### config.mk
export PLATFORM = sky130hd
export DESIGN_NAME = seg_capture
export DESIGN_NICKNAME = d
export VERILOG_FILES = /design/src/rtl/seg_capture_pkg.sv /design/src/rtl/seg_coarse_ctr.sv /design/src/rtl/seg_wr_ctrl.sv /design/src/rtl/seg_store.sv /design/src/rtl/seg_rd_ctrl.sv /design/src/rtl/seg_capture.sv
export SDC_FILE = /design/constraint.sdc
export NUM_CORES = 2
export LEC_CHECK = 0
export ABC_CLOCK_PERIOD_IN_PS = 9900
export BUFFER_PORTS_ARGS = -buffer_cell sky130_fd_sc_hd__buf_4
export CAP_MARGIN = 20
export CORE_ASPECT_RATIO = 0.6
export CORE_MARGIN = 5
export CORE_UTILIZATION = 55
export CTS_BUF_LIST = sky130_fd_sc_hd__clkbuf_8
export CTS_CLUSTER_DIAMETER = 60
export DETAILED_ROUTE_END_ITERATION = 7
export PLACE_DENSITY_LB_ADDON = 0.3
export SYNTH_ARGS = -nofsm -noshare
export SYNTH_HDL_FRONTEND = slang
export SYNTH_SLANG_ARGS = --single-unit
### constraint.sdc
create_clock -name clk -period 9.9 [get_ports clk]
set_clock_uncertainty 0.05 [all_clocks]
set_input_delay 1.98 -clock clk [delete_from_list [all_inputs] [get_ports clk]]
set_output_delay 1.98 -clock clk [all_outputs]
set_load 0.01 [all_outputs]
### src/rtl/seg_capture_pkg.sv
package seg_capture_pkg;

  // Capture side sequencing
  typedef enum logic [0:0] {
    WR_IDLE = 1'b0,
    WR_FILL = 1'b1
  } wr_state_e;

endpackage

### src/rtl/seg_coarse_ctr.sv
module seg_coarse_ctr #(
  parameter int TS_W = 16
) (
  input  logic            clk,
  input  logic            rst_n,
  output logic [TS_W-1:0] ts
);

  // Free-running coarse time base; wraps naturally at 2^TS_W
  always_ff @(posedge clk or negedge rst_n) begin
    if (!rst_n) ts <= '0;
    else        ts <= ts + TS_W'(1);
  end

endmodule

### src/rtl/seg_wr_ctrl.sv
module seg_wr_ctrl
  import seg_capture_pkg::*;
#(
  parameter int SEG_LEN   = 32,
  parameter int NUM_SLOTS = 4,
  localparam int IDX_W    = $clog2(SEG_LEN),
  localparam int SLOT_W   = $clog2(NUM_SLOTS),
  localparam int PTR_W    = SLOT_W + 1
) (
  input  logic              clk,
  input  logic              rst_n,
  input  logic              trig,
  input  logic              smp_valid,
  input  logic [PTR_W-1:0]  rptr,
  output logic [PTR_W-1:0]  wptr,
  output logic              we,
  output logic [SLOT_W-1:0] w_slot,
  output logic [IDX_W-1:0]  w_idx,
  output logic              ts_we,
  output logic              overflow
);

  wr_state_e        st;
  logic [IDX_W-1:0] widx;
  logic             full;
  logic             accept;
  logic             seg_done;

  // Full: same slot, opposite lap
  assign full = (wptr[PTR_W-1] != rptr[PTR_W-1]) &&
                (wptr[SLOT_W-1:0] == rptr[SLOT_W-1:0]);

  assign accept   = (st == WR_IDLE) && trig && !full;
  assign we       = smp_valid && (accept || (st == WR_FILL));
  assign w_idx    = accept ? '0 : widx;
  assign seg_done = we && (w_idx == IDX_W'(SEG_LEN - 1));
  assign w_slot   = wptr[SLOT_W-1:0];
  assign ts_we    = accept;

  always_ff @(posedge clk or negedge rst_n) begin
    if (!rst_n) begin
      st   <= WR_IDLE;
      widx <= '0;
      wptr <= '0;
    end else begin
      if (accept) st <= WR_FILL;
      if (we)     widx <= w_idx + IDX_W'(1);
      if (seg_done) begin
        st   <= WR_IDLE;
        widx <= '0;
        wptr <= wptr + PTR_W'(1);
      end
    end
  end

  // Sticky drop indication; triggers during a capture never reach here
  always_ff @(posedge clk or negedge rst_n) begin
    if (!rst_n)                             overflow <= 1'b0;
    else if ((st == WR_IDLE) && trig && full) overflow <= 1'b1;
  end

  // once set, the drop flag stays set
  a_r5_ovf_sticky: assert property (@(posedge clk) disable iff (!rst_n)
    overflow |=> overflow);

  // the flag only rises after a trigger met a full buffer
  a_r5_ovf_cause: assert property (@(posedge clk) disable iff (!rst_n)
    $rose(overflow) |-> $past(trig && full));

  // a segment is committed one at a time
  a_r2_wptr_step: assert property (@(posedge clk) disable iff (!rst_n)
    (wptr != $past(wptr)) |-> (wptr == $past(wptr) + PTR_W'(1)));

endmodule

### src/rtl/seg_store.sv
module seg_store #(
  parameter int SAMPLE_W  = 12,
  parameter int TS_W      = 16,
  parameter int SEG_LEN   = 32,
  parameter int NUM_SLOTS = 4,
  localparam int IDX_W    = $clog2(SEG_LEN),
  localparam int SLOT_W   = $clog2(NUM_SLOTS)
) (
  input  logic                clk,
  input  logic                we,
  input  logic [SLOT_W-1:0]   w_slot,
  input  logic [IDX_W-1:0]    w_idx,
  input  logic [SAMPLE_W-1:0] w_data,
  input  logic                ts_we,
  input  logic [TS_W-1:0]     ts_in,
  input  logic [SLOT_W-1:0]   r_slot,
  input  logic [IDX_W-1:0]    r_idx,
  output logic [SAMPLE_W-1:0] r_data,
  output logic [TS_W-1:0]     r_ts
);

  logic [SAMPLE_W-1:0] slot_word [NUM_SLOTS];
  logic [TS_W-1:0]     slot_ts   [NUM_SLOTS];

  for (genvar s = 0; s < NUM_SLOTS; s++) begin : g_slot
    logic [SAMPLE_W-1:0] bank [SEG_LEN];
    logic [TS_W-1:0]     ts_q;

    always_ff @(posedge clk) begin
      if (we && (w_slot == SLOT_W'(s))) bank[w_idx] <= w_data;
      if (ts_we && (w_slot == SLOT_W'(s))) ts_q <= ts_in;
    end

    assign slot_word[s] = bank[r_idx];
    assign slot_ts[s]   = ts_q;
  end

  assign r_data = slot_word[r_slot];
  assign r_ts   = slot_ts[r_slot];

endmodule

### src/rtl/seg_rd_ctrl.sv
module seg_rd_ctrl #(
  parameter int SEG_LEN   = 32,
  parameter int NUM_SLOTS = 4,
  localparam int IDX_W    = $clog2(SEG_LEN),
  localparam int SLOT_W   = $clog2(NUM_SLOTS),
  localparam int PTR_W    = SLOT_W + 1
) (
  input  logic              clk,
  input  logic              rst_n,
  input  logic [PTR_W-1:0]  wptr,
  input  logic              out_ready,
  output logic [PTR_W-1:0]  rptr,
  output logic [SLOT_W-1:0] r_slot,
  output logic [IDX_W-1:0]  r_idx,
  output logic              out_valid,
  output logic              out_last,
  output logic              data_avail
);

  logic fire;

  assign data_avail = (wptr != rptr);
  assign out_valid  = data_avail;
  assign out_last   = (r_idx == IDX_W'(SEG_LEN - 1));
  assign r_slot     = rptr[SLOT_W-1:0];
  assign fire       = out_valid && out_ready;

  always_ff @(posedge clk or negedge rst_n) begin
    if (!rst_n) begin
      rptr  <= '0;
      r_idx <= '0;
    end else if (fire) begin
      if (out_last) begin
        r_idx <= '0;
        rptr  <= rptr + PTR_W'(1);
      end else begin
        r_idx <= r_idx + IDX_W'(1);
      end
    end
  end

  // a slot is released only after its final word was taken
  a_r7_release_on_last: assert property (@(posedge clk) disable iff (!rst_n)
    (rptr != $past(rptr)) |-> $past(out_last && out_ready));

endmodule

### src/rtl/seg_capture.sv
module seg_capture #(
  parameter int SAMPLE_W  = 12,
  parameter int TS_W      = 16,
  parameter int SEG_LEN   = 32,
  parameter int NUM_SLOTS = 4
) (
  input  logic                clk,
  input  logic                rst_n,
  input  logic                smp_valid,
  input  logic [SAMPLE_W-1:0] smp_data,
  input  logic                trig,
  input  logic                out_ready,
  output logic                out_valid,
  output logic [SAMPLE_W-1:0] out_data,
  output logic [TS_W-1:0]     out_ts,
  output logic                out_last,
  output logic                data_avail,
  output logic                overflow
);

  localparam int IDX_W  = $clog2(SEG_LEN);
  localparam int SLOT_W = $clog2(NUM_SLOTS);
  localparam int PTR_W  = SLOT_W + 1;

  logic [TS_W-1:0]   ts_now;
  logic [PTR_W-1:0]  wptr, rptr;
  logic              we, ts_we;
  logic [SLOT_W-1:0] w_slot, r_slot;
  logic [IDX_W-1:0]  w_idx, r_idx;

  seg_coarse_ctr #(.TS_W(TS_W)) u_ctr (
    .clk(clk), .rst_n(rst_n), .ts(ts_now)
  );

  seg_wr_ctrl #(.SEG_LEN(SEG_LEN), .NUM_SLOTS(NUM_SLOTS)) u_wr (
    .clk(clk), .rst_n(rst_n), .trig(trig), .smp_valid(smp_valid),
    .rptr(rptr), .wptr(wptr), .we(we), .w_slot(w_slot), .w_idx(w_idx),
    .ts_we(ts_we), .overflow(overflow)
  );

  seg_store #(.SAMPLE_W(SAMPLE_W), .TS_W(TS_W), .SEG_LEN(SEG_LEN),
              .NUM_SLOTS(NUM_SLOTS)) u_store (
    .clk(clk), .we(we), .w_slot(w_slot), .w_idx(w_idx), .w_data(smp_data),
    .ts_we(ts_we), .ts_in(ts_now), .r_slot(r_slot), .r_idx(r_idx),
    .r_data(out_data), .r_ts(out_ts)
  );

  seg_rd_ctrl #(.SEG_LEN(SEG_LEN), .NUM_SLOTS(NUM_SLOTS)) u_rd (
    .clk(clk), .rst_n(rst_n), .wptr(wptr), .out_ready(out_ready),
    .rptr(rptr), .r_slot(r_slot), .r_idx(r_idx), .out_valid(out_valid),
    .out_last(out_last), .data_avail(data_avail)
  );

  // the two pointers never drift more than one full lap apart
  a_r5_ptr_gap: assert property (@(posedge clk) disable iff (!rst_n)
    (PTR_W'(wptr - rptr) <= PTR_W'(NUM_SLOTS)));

  // a stalled word is held intact
  a_r9_hold: assert property (@(posedge clk) disable iff (!rst_n)
    (out_valid && !out_ready) |=> (out_valid && $stable(out_data) &&
                                   $stable(out_ts) && $stable(out_last)));

endmodule

==> results.json <==
{
  "dieArea_um2": 121400,
  "numCtsBuffers": 213,
  "syn-num-nets": 2637,
  "io_buffer_count": 48,
  "die_w_um": 446.5,
  "tightest_slew_ns": 1.192,
  "yosysTopAreaCell": "edfxtp_1",
  "worstSetupStartpointType": "flop",
  "grt_util_all_layers": 0.2562,
  "synth.yosys.seq_area_share": 0.7776,
  "hold_violations": 0,
  "leakage_nw": 21.60,
  "grt_pass1_wl_mm": 218.7,
  "routed_wirelength_mm": 153.2,
  "cts_tree": "done",
  "clock-sinks": 1634,
  "synth_top_area_frac": 0.7641,
  "core_um2": 113900,
  "grt-ovfl-total": 0,
  "crit_fanout": 148,
  "synth-edff-count": 1600,
  "ys_types": 33,
  "r2r_setup_slack_ns": 5.19,
  "final_cell_mix": "1600 x edfxtp_1, 520 x mux4_2, 222 x clkbuf_8",
  "cp-end-kind": "output pin",
  "drcViolationCount": 0,
  "cts_setup_buffers": 0,
  "status": "finished, final reports clean",
  "ys.warnings.count": 0,
  "peakVddDrop_mv": 0.2556,
  "rsz0062_at_grt": "no",
  "grt_pass1_vias": 29400,
  "yosys_most_used_dff": "edfxtp_1",
  "fin_crit_sh": 0.7113,
  "start_util": 0.5522,
  "fin_hold_ws_ns": 0.4590,
  "cts_resized": 0,
  "viasPerCell": 6.644,
  "cp.arrival_ns": 5.01,
  "setup_viol": 0,
  "post_drt_wl_per_cell_um": 33.78,
  "final_core_util": 0.6113,
  "clock_latency_ns": 0.92,
  "report.final.slew_viol_count": 0,
  "p_total_mw": 17.47,
  "async_flop_share": 0.02081,
  "h-tree-depth": 4,
  "areaGrowthSynthToFinish_pct": 10.70,
  "synth_area_um2": 62880,
  "grt_start_max_net_pins": 149,
  "critPathKind": "reg2out",
  "synthTopCellsByArea": "edfxtp_1 76%, mux4_2 19%, dfrtp_1 1.4%",
  "syn_avg_cell_area_um2": 24.11,
  "cts_hold_buf": 0,
  "synth-seq-cells": 1634,
  "tns_ns": 0,
  "hp-class": "reg2reg",
  "drive_above_1_share": 0.3404,
  "cap_violations": 0,
  "layout_min_cycle_time_ns": 7.042,
  "grt_antenna_before_repair": 10,
  "ant_nets": 0,
  "place.gp.congestion": 0.8515,
  "power.density_nw_per_um2": 250.9,
  "root_buffer": "clkbuf_8",
  "clkTransAtPathRegs_ns": 0.07,
  "drt_iter0_drc": 5077,
  "final_nets": 2862,
  "io_pins": 49,
  "required_ns": 7.87,
  "dpl.hpwl_mm": 91.35,
  "die_h_um": 271.9,
  "final_common_cell": "edfxtp_1",
  "dr.pass1.iters": 8,
  "num_vias": 30140,
  "max_freq_ghz": 0.1420,
  "worst_slew_margin_rel": 0.2045,
  "synth_cells": 2608,
  "ctsLongestPathBuffers": 3,
  "num_rows": 96
}
sequential cells by signal, indices dropped and copies added (netlist names):
name                 flops
u_rd.r_idx               5
u_wr.st                  1
u_wr.overflow            1
u_wr.widx                5
u_rd.rptr                3
u_wr.wptr                3
u_store.g_slot.ts_q     64
u_store.g_slot.bank   1536
u_ctr.ts                16
cell families after synthesis:
logic type	after synthesis	share of synthesized area
DFF	1634	0.7776
muxes	534	0.1887
and+or+nand+nor	237	0.01610
buffers and inverters	146	0.009690
xor gates and xnor gates	24	0.003343
AOI/OAI and AO/OA	21	0.002129
adders and majority gates	12	0.002388
worst max-delay path, cell delays in order (launching register included):
cell	delay, ns
dfrtp_4	0.99
buf_12	0.52
mux4_2	0.44
mux4_2	0.61
mux4_2	0.57
mux2_2	0.34
buf_4	0.16
cell usage after synthesis (all sizes together), types with 2 or more instances:
cell type  number
o31ai           4
inv             6
mux2           14
nor2          132
and3            8
buf            62
o31a            2
and2           11
xor2            6
nand2          44
nand3          29
dfrtp          34
a21oi           2
o21ai           9
mux4          520
nor3            3
clkbuf         78
xnor2          18
edfxtp       1600
ha             12
nor2b           5
per-layer routing:
metal  track usage  up-vias  wire [um]
met1        0.4130    16020      62460
li1              -    11630          -
met2        0.3398     2243      64870
met4       0.06784        2       3393
met3       0.08420      248      22510
met5             0        -         13
final timing paths:
check,startpoint,to,cells past startpoint
setup / recovery,u_rd.r_idx[2],out_data[5],6
hold reg to reg,u_wr.overflow,u_wr.overflow,1
hold / removal,u_wr.overflow,u_wr.overflow,1
min in group asynchronous,rst_n,u_wr.widx[0],1
max in group asynchronous,rst_n,u_rd.r_idx[0],1
setup reg to reg,u_rd.rptr[1],u_store.g_slot[3].bank[15][9],10
per-stage QoR:
stage                     cell area (um^2)  setup slack [ns]  std cells
after floorplan                      62880             5.113       2608
after global placement               65350             3.916       4112
after detailed placement             65540             3.880       4131
after CTS                            69510             2.869       4530
after global routing                 69610             2.803       4536
final                                69610             2.858       4537
cell type report:
cell class	instances	area (um^2)
flip-flops and latches	1634	48920
diodes	1	2.502
multi-input cells	828	13520
repair buffers	150	1277
clock inverters	177	914.6
well taps	1519	1901
clock buffers	222	3055
inverters	6	22.52
fillers	7570	44260
power breakdown:
| group | switching, mW | internal [mW] |
|---|---|---|
| Sequential | 0.232 | 7.73 |
| Clock | 2.51 | 2.20 |
| Combinational | 2.57 | 2.22 |
| Total | 5.31 | 12.2 |
No activity file was read; power rests on OpenSTA's default activity.
